**src/rtl/gpio_pkg.sv**
```systemverilog
package gpio_pkg;
    localparam int REG_ADDR_W = 6;
    localparam int BUS_W      = 32;

    typedef logic [REG_ADDR_W-1:0] reg_addr_t;

    localparam reg_addr_t OFS_DATA = 6'h00;
    localparam reg_addr_t OFS_DIR  = 6'h04;
    localparam reg_addr_t OFS_IEN  = 6'h08;
    localparam reg_addr_t OFS_STAT = 6'h0C;
    localparam reg_addr_t OFS_PEND = 6'h10;
    localparam reg_addr_t OFS_CLR  = 6'h14;
    localparam reg_addr_t OFS_MODE = 6'h18;
    localparam reg_addr_t OFS_POL  = 6'h1C;
    localparam reg_addr_t OFS_VER  = 6'h20;
    localparam reg_addr_t OFS_BOTH = 6'h24;

    typedef enum logic [1:0] {
        TRIG_LEVEL     = 2'd0,
        TRIG_EDGE_ONE  = 2'd1,
        TRIG_EDGE_BOTH = 2'd2
    } trig_kind_e;
endpackage

```
**src/rtl/gpio_sync.sv**
```systemverilog
module gpio_sync #(
    parameter int W = 32
) (
    input  logic         clk,
    input  logic         rst_n,
    input  logic [W-1:0] d,
    output logic [W-1:0] q
);
    logic [W-1:0] meta_q;

    always_ff @(posedge clk or negedge rst_n) begin
        if (!rst_n) begin
            meta_q <= '0;
            q      <= '0;
        end else begin
            meta_q <= d;
            q      <= meta_q;
        end
    end
endmodule

```
**src/rtl/gpio_trig_det.sv**
```systemverilog
module gpio_trig_det
    import gpio_pkg::*;
(
    input  logic clk,
    input  logic rst_n,
    input  logic lvl,
    input  logic mode_edge,
    input  logic pol_high,
    input  logic both_edge,
    output logic evt
);
    logic       prev_q;
    trig_kind_e kind;

    always_ff @(posedge clk or negedge rst_n) begin
        if (!rst_n) prev_q <= 1'b0;
        else        prev_q <= lvl;
    end

    always_comb begin
        if (!mode_edge)     kind = TRIG_LEVEL;
        else if (both_edge) kind = TRIG_EDGE_BOTH;
        else                kind = TRIG_EDGE_ONE;
    end

    always_comb begin
        unique case (kind)
            TRIG_LEVEL:     evt = ~(lvl ^ pol_high);
            TRIG_EDGE_ONE:  evt = pol_high ? (lvl & ~prev_q) : (~lvl & prev_q);
            TRIG_EDGE_BOTH: evt = lvl ^ prev_q;
            default:        evt = 1'b0;
        endcase
    end
endmodule

```
**src/rtl/gpio_irq_ctrl.sv**
```systemverilog
module gpio_irq_ctrl
    import gpio_pkg::*;
#(
    parameter int N       = 32,
    parameter int VERSION = 3
) (
    input  logic                  clk,
    input  logic                  rst_n,
    input  logic [REG_ADDR_W-1:0] bus_addr,
    input  logic                  bus_we,
    input  logic [BUS_W-1:0]      bus_wdata,
    output logic [BUS_W-1:0]      bus_rdata,
    input  logic [N-1:0]          pin_in,
    output logic [N-1:0]          pin_out,
    output logic [N-1:0]          pin_oe,
    output logic                  irq
);
    localparam int PAD = BUS_W - N;

    logic [N-1:0] dout_q, dir_q, ien_q, mode_q, pol_q, both_q, pend_q;
    logic [N-1:0] sync_q, evt, clr_mask, stat, pin_view;
    logic [N-1:0] wd;

    assign wd = bus_wdata[N-1:0];

    gpio_sync #(.W(N)) u_sync (
        .clk   (clk),
        .rst_n (rst_n),
        .d     (pin_in),
        .q     (sync_q)
    );

    for (genvar i = 0; i < N; i++) begin : g_pin
        gpio_trig_det u_det (
            .clk       (clk),
            .rst_n     (rst_n),
            .lvl       (sync_q[i]),
            .mode_edge (mode_q[i]),
            .pol_high  (pol_q[i]),
            .both_edge (both_q[i]),
            .evt       (evt[i])
        );
    end

    assign clr_mask = (bus_we && bus_addr == OFS_CLR) ? wd : '0;

    always_ff @(posedge clk or negedge rst_n) begin
        if (!rst_n) begin
            dout_q <= '0;
            dir_q  <= '1;
            ien_q  <= '0;
            mode_q <= '0;
            pol_q  <= '0;
            both_q <= '0;
            pend_q <= '0;
        end else begin
            pend_q <= (pend_q & ~clr_mask) | evt;
            if (bus_we) begin
                unique case (bus_addr)
                    OFS_DATA: dout_q <= wd;
                    OFS_DIR:  dir_q  <= wd;
                    OFS_IEN:  ien_q  <= wd;
                    OFS_MODE: mode_q <= wd;
                    OFS_POL:  pol_q  <= wd;
                    OFS_BOTH: both_q <= wd;
                    default:  ;
                endcase
            end
        end
    end

    assign stat     = pend_q & ien_q;
    assign irq      = |stat;
    assign pin_out  = dout_q;
    assign pin_oe   = ~dir_q;
    assign pin_view = (dir_q & sync_q) | (~dir_q & dout_q);

    always_comb begin
        unique case (bus_addr)
            OFS_DATA: bus_rdata = {{PAD{1'b0}}, pin_view};
            OFS_DIR:  bus_rdata = {{PAD{1'b0}}, dir_q};
            OFS_IEN:  bus_rdata = {{PAD{1'b0}}, ien_q};
            OFS_STAT: bus_rdata = {{PAD{1'b0}}, stat};
            OFS_PEND: bus_rdata = {{PAD{1'b0}}, pend_q};
            OFS_MODE: bus_rdata = {{PAD{1'b0}}, mode_q};
            OFS_POL:  bus_rdata = {{PAD{1'b0}}, pol_q};
            OFS_BOTH: bus_rdata = {{PAD{1'b0}}, both_q};
            OFS_VER:  bus_rdata = BUS_W'(VERSION);
            default:  bus_rdata = '0;
        endcase
    end
endmodule

```
**config.mk**
```make
export PLATFORM = sky130hd
export DESIGN_NAME = gpio_irq_ctrl
export DESIGN_NICKNAME = d
export VERILOG_FILES = /design/src/rtl/gpio_pkg.sv /design/src/rtl/gpio_sync.sv /design/src/rtl/gpio_trig_det.sv /design/src/rtl/gpio_irq_ctrl.sv
export SDC_FILE = /design/constraint.sdc
export NUM_CORES = 1
export LEC_CHECK = 0
export CAP_MARGIN = 0
export CORE_ASPECT_RATIO = 1.1
export CORE_MARGIN = 2
export CORE_UTILIZATION = 40
export CTS_CLUSTER_DIAMETER = 100
export DETAILED_ROUTE_END_ITERATION = 16
export PLACE_DENSITY = 0.62
export SLEW_MARGIN = 5
export SYNTH_ARGS = -nofsm -noshare
export SYNTH_HDL_FRONTEND = slang
export SYNTH_SLANG_ARGS = --single-unit
```
**constraint.sdc**
```tcl
create_clock -name clk -period 3.9 [get_ports clk]
set_clock_uncertainty 0.05 [all_clocks]
set_input_delay 0.585 -clock clk [delete_from_list [all_inputs] [get_ports clk]]
set_output_delay 0.585 -clock clk [all_outputs]
set_load 0.01 [all_outputs]
```
* After elaboration in Yosys (flattened, before gate mapping) *
Cells that the tools add are included.

operators by class
  eq/ne operators = 73
  multiplexer cells = 130
  bitwise gates (word level) = 232
  reduce and logical (&&, ||, !) cells = 41

operators by type and width
  cell                                                             number
  32-bit case mux with 9 select lines                              1
  32-bit bitwise AND                                               4
  2-bit 2-to-1 mux                                                 64
  1-bit inverter                                                   96
  1-bit case mux with 3 select lines                               32
  1-bit bitwise AND                                                64
  2-bit by 1-bit == test with 1-bit output, second input constant  32
  2-bit == test, second input constant                             32
  2-bit logical NOT                                                32
  32-bit inverter                                                  2
  32-bit bitwise OR                                                2
  1-bit bitwise XOR                                                64
  1-bit 2-to-1 mux                                                 32
  32-bit 2-to-1 mux                                                1
  32-bit OR reduction                                              1
  6-bit by 5-bit == test with 1-bit output, second input constant  4
  6-bit by 4-bit == test with 1-bit output, second input constant  2
  6-bit == test, second input constant                             2
  2-bit AND reduction                                              6
  6-bit by 3-bit == test with 1-bit output, second input constant  1
  6-bit logical NOT                                                1
  1-bit logical AND                                                1

storage, ports and cells
  register bits = 320
  input bits = 73
  output and inout port bits = 97
  logic and storage cells = 517

* Longest topological paths before layout *
Gate-level depths: netlist of the first run.

  depth in word-level cells = 6
  gate-level depth with buffers = 7
  depth with buffers taken out = 6

* Modules after synthesis *
Synthesis of the first run repeated with hierarchy kept, for this count alone.

unflattened totals
  cell total of the unflattened synthesis = 1282
  area total of the unflattened synthesis = 15396.0 um^2

modules (own cells, without submodules)
  module         times used  cells an instance  area each (um^2)  seq. area each (um^2)
  gpio_irq_ctrl  1           898                10631.4           5645.4
  gpio_trig_det  32          10                 98.8              25.0
  gpio_sync      1           64                 1601.5            1601.5

* Worst setup path before layout of the first run *
OpenSTA, ideal clock, no wires.

  kind = input to output
  start point = in bus_addr[2]
  end point = out bus_rdata[10]
  arrival = 1.948 ns
  required time = 3.265 ns
  slack = 1.317 ns
  stages = 7
  buffers on the path = 3
  path through = clkbuf_1 clkbuf_1 nor2_1 and2_1 clkbuf_1 a22oi_1 o211ai_1

between the ends
  cells in the longest elaborated chain, start to end = 2
  elaborated cells on any way between the ends = 10
  those cells by class = 8 x eq/ne; 1 x mux; 1 x reduce/logical

ends and longest elaborated chain
  element                                      line                 RTL
  start: declaration                           gpio_irq_ctrl.sv:9   input logic [REG_ADDR_W-1:0] bus_addr,
  6-bit == test, or another cell as far along  gpio_irq_ctrl.sv:79  unique case (bus_addr)
  32-bit case mux with 9 select lines *        gpio_irq_ctrl.sv:79
  end: declaration                             gpio_irq_ctrl.sv:12  output logic [BUS_W-1:0] bus_rdata,

Every way passes the cells marked *; elsewhere a longest branch is shown, timed or not.

* Worst setup path after layout of the first run *
  start point = in bus_addr[5]
  end point = out bus_rdata[22]

The elaborated chain is that of the path after synthesis.

==> out/summary.md, run 1 <==
Outcome
* **result of the run** finished clean

Clock tree
* **clock tree from TritonCTS** yes
* **post-cts sizing count** 0
* **insertion delay to the later sink of the worst-skew pair** 0.52 ns
* **clock root buffer** sky130_fd_sc_hd__clkbuf_16
* **setup fix buffers added after clock tree synthesis** 0
* **CTS HTree Levels** 2
* **Worst-path clk slew** 0.05 ns
* **clk buf depth** 3
* **number of hold buffers added after cts** 0
* **Num CTS Buffers** 37
* **total number of clock tree sinks** 320

Routing
* **Antenna Violating Nets Remaining** 0
* **Detailed Route WL** 41700 um
* **via count** 10900
* **remaining design rule violation count** 0
* **number of DRC markers after the initial detailed-route iteration** 719
* **average wire per standard cell** 20.7 um
* **via density per instance** 5.44
* **Pre-antenna DRT Iters** 5

Run
* **count of maximum capacitance violations** 0

Timing
* **Final Hold Vio Count** 0
* **Slew Limit Fails** 0
* **final period utilization** 93.7%
* **total negative slack** 0 ns
* **FMAX** 274 MHz
* **worst-case headroom to the max-slew limit** 44.4%
* **RSZ-0062 raised after global routing** no
* **final critical delay including setup and external delays** 3.65 ns
* **pin slew with the least headroom to its limit** 0.834 ns
* **final setup violation count** 0

Global route
* **via count of the first global-routing pass** 11400
* **first-pass GRT wire length** 66100 um
* **pin count of the biggest net entering global routing** 103
* **number of antenna violations at the first check in global routing** 1
* **global-route usage over all layers** 21.6%
* **aggregate global routing overflow** 0

Worst setup path
* **CP max stage delay** 0.72 ns
* **combined buffer and inverter count along the critical path** 3
* **depth of the critical timing path with buffers and inverters included** 5
* **Max stage delay cell, worst path** sky130_fd_sc_hd__or4_2
* **ordered list of cells on the worst path** clkdlybuf4s50_1 -> or4_2 -> buf_12 -> o211ai_1 -> clkdlybuf4s50_1
* **Reg2Reg Capture Point** pend_q[30]
* **FF-to-FF setup slack** 2.25 ns
* **Worst R2R Start** u_sync.q[30]
* **data required time at the worst endpoint** 3.26 ns
* **kind of cell adding the most delay to the critical path** buffers and inverters
* **type of element launching the critical path** primary input
* **Critical Path End Type** primary output
* **Worst Path Arrival** 3.02 ns
* **most prevalent standard cell on the critical path** sky130_fd_sc_hd__clkdlybuf4s50_1
* **largest driver fanout on the critical path** 30
* **Worst Setup Path Type** in2out
* **length in cells of the worst reg-to-reg path** 6

Power and ir drop
* **leakage component of the power** 0.00852 uW
* **worst ir drop on vdd** 0.305 mV
* **cell area power density** 456 nW/um^2

Floorplanning
* **number of primary I/O pins** 170
* **number of standard-cell rows in the floorplan** 75
* **die outline width** 190 um
* **Initial Utilization** 40.2%
* **CORE AREA** 37900 um^2
* **die area** 39700 um^2
* **vertical extent of the die** 209 um

Synthesis
* **top cells by area, synth** sky130_fd_sc_hd__dfrtp_1 (47%), sky130_fd_sc_hd__mux2_1 (10%), sky130_fd_sc_hd__dfstp_2 (5.5%)
* **post-synth top area share** 47.3%
* **Synthesis Warnings** 0
* **fraction of synthesized area in multiplexers** 13.4%
* **average cell area after synthesis** 11.7 um^2
* **synthesized flop and latch total** 320
* **Async SR Flop Fraction** 100%
* **most instantiated cells after synthesis** sky130_fd_sc_hd__dfrtp_1 (288), sky130_fd_sc_hd__mux2_1 (141), sky130_fd_sc_hd__inv_1 (96), sky130_fd_sc_hd__a22oi_1 (69), sky130_fd_sc_hd__nand2_1 (66)
* **total nets after synthesis** 1442
* **adder-cell area share of the yosys netlist** 5.25%
* **EDFF count, synth** 0
* **Cell variety after synth** 34
* **post-synth design cell area** 15200 um^2
* **sequential element share of the synthesized area** 52.8%
* **area fraction in compound gates after synthesis** 14.5%
* **biggest area consumer among synthesized cells** sky130_fd_sc_hd__dfrtp_1
* **post-synthesis simple-gate area fraction** 8.08%
* **dominant combinational cell family by area after synthesis** compound AO/OA/AOI/OAI gates
* **top flip-flop cell by instance count after synthesis** sky130_fd_sc_hd__dfrtp_1
* **xor and xnor area share after synthesis** 1.84%
* **most frequently used cell type in the post-synthesis netlist** sky130_fd_sc_hd__dfrtp_1
* **gate count after technology mapping** 1305

Place
* **Placed Instances** 1948
* **global placement routability congestion** 0.828
* **DP HPWL** 28100 um
* **total of buffers placed on input and output ports** 169

Cells and area
* **# fillers** 3358
* **number of cells in the finished layout apart from fillers** 2013
* **end-of-flow core utilization** 49.8%
* **share of cells above drive strength 1** 11.0%
* **diode count** 0
* **area growth from synthesis to layout** 23.8%
* **final net count** 1624

Min path
* **type of the worst min-delay path** in2async

## cell families after synthesis
logic type / after synthesis
adder cells (fa/ha/maj): 64
AO/OA/AOI/OAI: 333
XOR/XNOR: 32
AND/OR/NAND/NOR: 225
multiplexers: 171
buffers and inverters: 160
flip-flops: 320
## final cells by class
class                           count  area (um^2)  share of cell area, %
Clock buffer                       59         1110                   5.87
Clock inverter                      6         38.8                  0.205
Inverter                           96          360                   1.91
Multi-Input combinational cell    825         6580                   34.9
Sequential cell                   320         8050                   42.6
Tap cell                          500          626                   3.31
Timing Repair Buffer              207         2110                   11.2
## cells in the final DEF (no fill, tap or decap), types with 12 or more instances in the layout
cell and count:
sky130_fd_sc_hd__a211oi_1 32, sky130_fd_sc_hd__a21oi_1 64, sky130_fd_sc_hd__a221o_1 32, sky130_fd_sc_hd__a22o_1 13, sky130_fd_sc_hd__a22oi_1 69, sky130_fd_sc_hd__a31oi_1 27
sky130_fd_sc_hd__buf_4 28, sky130_fd_sc_hd__clkbuf_1 12, sky130_fd_sc_hd__clkbuf_16 37, sky130_fd_sc_hd__clkdlybuf4s50_1 166, sky130_fd_sc_hd__dfrtp_1 288, sky130_fd_sc_hd__dfstp_2 32
sky130_fd_sc_hd__ha_1 64, sky130_fd_sc_hd__inv_1 96, sky130_fd_sc_hd__mux2_1 141, sky130_fd_sc_hd__mux2_4 30, sky130_fd_sc_hd__nand2_1 64, sky130_fd_sc_hd__nand2b_1 30
sky130_fd_sc_hd__nor2_1 37, sky130_fd_sc_hd__nor2b_1 34, sky130_fd_sc_hd__o211ai_1 18, sky130_fd_sc_hd__o21ai_0 33, sky130_fd_sc_hd__o21ai_1 45, sky130_fd_sc_hd__or3b_1 30
sky130_fd_sc_hd__xor2_1 32
## worst register-to-register path, cell delays in order (launching register included)
cell and delay [ns]:
sky130_fd_sc_hd__dfrtp_1 0.44, sky130_fd_sc_hd__inv_1 0.07, sky130_fd_sc_hd__ha_1 0.18, sky130_fd_sc_hd__nor2b_1 0.13, sky130_fd_sc_hd__a211oi_1 0.22, sky130_fd_sc_hd__a21oi_1 0.07
sky130_fd_sc_hd__a221o_1 0.36
## per-stage QoR
stage | setup slack, ns | instance area (um^2) | hold WS [ns] | total power, uW
4_1_cts | 0.241 | 18900 | 0.113 | 8710
6_report | 0.247 | 18900 | 0.0605 | 8610
5_1_grt | 0.156 | 18900 | 0.151 | 9020
2_1_floorplan | 1.32 | 15200 | 0.239 | 4680
3_3_place_gp | 0.250 | 17700 | 0.281 | 5340
3_5_place_dp | 0.241 | 17700 | 0.285 | 5380
## sequential cells by signal, summed over array words and instances (netlist names)
| name | flops |
|---|---|
| pol_q | 32 |
| ien_q | 32 |
| u_sync.meta_q | 32 |
| u_sync.q | 32 |
| both_q | 32 |
| pin_out | 32 |
| pend_q | 32 |
| g_pin.u_det.prev_q | 32 |
| mode_q | 32 |
| dir_q | 32 |
## per-layer routing
| metal | GRT usage, % | routed length [um] | vias up |
|---|---|---|---|
| met5 | 0 | 0 | - |
| met2 | 36.0 | 20400 | 314 |
| met3 | 3.59 | 2150 | 79 |
| met4 | 7.00 | 1140 | 0 |
| met1 | 28.6 | 18000 | 5495 |
| li1 | - | - | 5056 |
## how the worst max path moves through the flow
stage	from	end	slack (ns)
finish	bus_addr[5]	bus_rdata[22]	0.25
global route	bus_addr[5]	bus_rdata[28]	0.16
CTS	bus_addr[5]	bus_rdata[31]	0.24
detailed placement	bus_addr[5]	bus_rdata[31]	0.24
global placement	bus_addr[5]	bus_rdata[28]	0.25
floorplan	bus_addr[2]	bus_rdata[10]	1.32
## where the power goes
group	switching (uW)	total, uW	internal, uW
Combinational	592	1270	675
Clock	1350	3290	1950
Sequential	338	4050	3710
(Power assumes the default switching activity.)
==> run 2, diff against run 1 <==
--- a/config.mk
+++ b/config.mk
@@ -12,6 +12,8 @@
 export CTS_CLUSTER_DIAMETER = 100
 export DETAILED_ROUTE_END_ITERATION = 16
 export PLACE_DENSITY = 0.62
+export RECOVER_POWER = 100
+export REMOVE_ABC_BUFFERS = 1
 export SLEW_MARGIN = 5
 export SYNTH_ARGS = -nofsm -noshare
 export SYNTH_HDL_FRONTEND = slang
==> out/summary.md, run 2 (same netlist as run 1, synthesis figures left out) <==
Timing
* **RSZ-0062 raised after global routing** no
* **worst-case headroom to the max-slew limit** -27.1%
* **Slew Limit Fails** 71
* **final period utilization** 95.5%
* **final setup violation count** 0
* **pin slew with the least headroom to its limit** 1.91 ns
* **final critical delay including setup and external delays** 3.73 ns
* **FMAX** 268 MHz
* **total negative slack** 0 ns
* **Final Hold Vio Count** 0

Clock tree
* **clk buf depth** 3
* **total number of clock tree sinks** 320
* **clock tree from TritonCTS** yes
* **post-cts sizing count** 0
* **Worst-path clk slew** 0.05 ns
* **CTS HTree Levels** 2
* **Num CTS Buffers** 36
* **insertion delay to the later sink of the worst-skew pair** 0.52 ns
* **clock root buffer** sky130_fd_sc_hd__clkbuf_16

Power and ir drop
* **worst ir drop on vdd** 0.283 mV
* **total design power** 8610 uW
* **cell area power density** 460 nW/um^2
* **leakage component of the power** 0.00857 uW

Worst setup path
* **Worst Path Arrival** 3.09 ns
* **Critical Path End Type** primary output
* **data required time at the worst endpoint** 3.26 ns
* **largest driver fanout on the critical path** 9
* **type of element launching the critical path** primary input
* **FF-to-FF setup slack** 2.25 ns
* **Worst Setup Path Type** in2out

Run
* **count of maximum capacitance violations** 1

Global route
* **pin count of the biggest net entering global routing** 107
* **global-route usage over all layers** 20.4%
* **first-pass GRT wire length** 63100 um
* **via count of the first global-routing pass** 11100
* **number of antenna violations at the first check in global routing** 1
* **aggregate global routing overflow** 0

Place
* **total of buffers placed on input and output ports** 169
* **DP HPWL** 26100 um
* **Placement Cell Area** 17700 um^2
* **global placement routability congestion** 0.816

Cells and area
* **share of cells above drive strength 1** 8.13%
* **final net count** 1621
* **area growth from synthesis to layout** 22.7%
* **leading cell type in the layout, fill and taps excluded** sky130_fd_sc_hd__dfrtp_1
* **top library cells by usage in the layout, fill and taps aside** sky130_fd_sc_hd__dfrtp_1 (288), sky130_fd_sc_hd__mux2_1 (167), sky130_fd_sc_hd__dlygate4sd3_1 (117)
* **Design Area, Final** 18700 um^2
* **end-of-flow core utilization** 49.3%

Routing
* **Detailed Route WL** 40200 um
* **average wire per standard cell** 20.0 um
* **Antenna Violating Nets Remaining** 0
* **remaining design rule violation count** 0
* **Pre-antenna DRT Iters** 6
* **number of DRC markers after the initial detailed-route iteration** 674
* **via count** 10900
* **via density per instance** 5.42

Floorplanning
* **Initial Utilization** 40.2%
* **die area** 39700 um^2
* **CORE AREA** 37900 um^2
* **number of standard-cell rows in the floorplan** 75
* **number of primary I/O pins** 170
* **vertical extent of the die** 209 um
* **die outline width** 190 um

Min path
* **type of the worst min-delay path** reg2reg

Outcome
* **result of the run** finished, violations left
* **violations in the final reports** capacitance limit, slew limit

run 2: cell count changes in the layout (fill, tap and decap cells not counted), sizes merged:
cell and change:
buf -17, bufinv +3, clkbuf +13, clkdlybuf4s50 -116, clkinv -2, diode +1, dlygate4sd3 +117, inv +1
run 2: where the power goes:
group / switching, uW / internal (uW)
Sequential: 320 / 3710
Combinational: 585 / 586
Clock: 1350 / 2060
Total: 2260 / 6350
run 2: final timing paths:
| check | endpoint | cells after the start | startpoint |
|---|---|---|---|
| worst max-delay path | bus_rdata[18] | 7 | bus_addr[5] |
| worst min-delay path | u_sync.q[8] | 0 | u_sync.meta_q[8] |
| worst max register to register | pend_q[22] | 6 | u_sync.q[22] |
| worst min register to register | u_sync.q[8] | 0 | u_sync.meta_q[8] |
| max in group asynchronous | u_sync.meta_q[24] | 3 | rst_n |
| min in group asynchronous | u_sync.meta_q[17] | 2 | rst_n |
run 2: metal layers:
layer / vias to the layer above / part of all wire [%] / global-route usage, %
li1: 5044 / - / -
met1: 5488 / 45 / 28.6
met2: 307 / 47 / 32.6
met3: 66 / 4.8 / 3.24
met4: 0 / 2.4 / 6.50
met5: - / 0 / 0
run 2: final cells by class:
class	count	area [um^2]
clock inverters	8	125
fillers	3403	19200
diodes	1	2.50
well taps	500	626
flip-flops and latches	320	8050
multi-input cells	825	6470
clock buffers	58	1050
inverters	96	360
repair buffers	205	2020
run 2: critical path, cell delays in order:
cell                            delay (ns)
sky130_fd_sc_hd__dlygate4sd3_1        0.61
sky130_fd_sc_hd__nor4b_4              0.49
sky130_fd_sc_hd__and3_1               0.28
sky130_fd_sc_hd__buf_4                0.22
sky130_fd_sc_hd__a22oi_1              0.09
sky130_fd_sc_hd__o211ai_1             0.15
sky130_fd_sc_hd__dlygate4sd3_1        0.65
run 2: metrics by stage:
stage | worst slack, ns | instances | hold WS, ns
floorplan | 0.528 | 1241 | 0.239
global placement | 0.317 | 1945 | 0.283
detailed placement | 0.302 | 1945 | 0.285
CTS | 0.298 | 2012 | 0.297
global route | 0.111 | 2013 | 0.298
finish | 0.175 | 2013 | 0.296
run 2: what timing repair did:
| action | CTS | global route |
|---|---|---|
| setup endpoints to repair | 0 | 0 |
| buffers inserted | 0 | 0 |
| hold endpoints to repair | 25 | 0 |
| hold buffers | 1 | 0 |
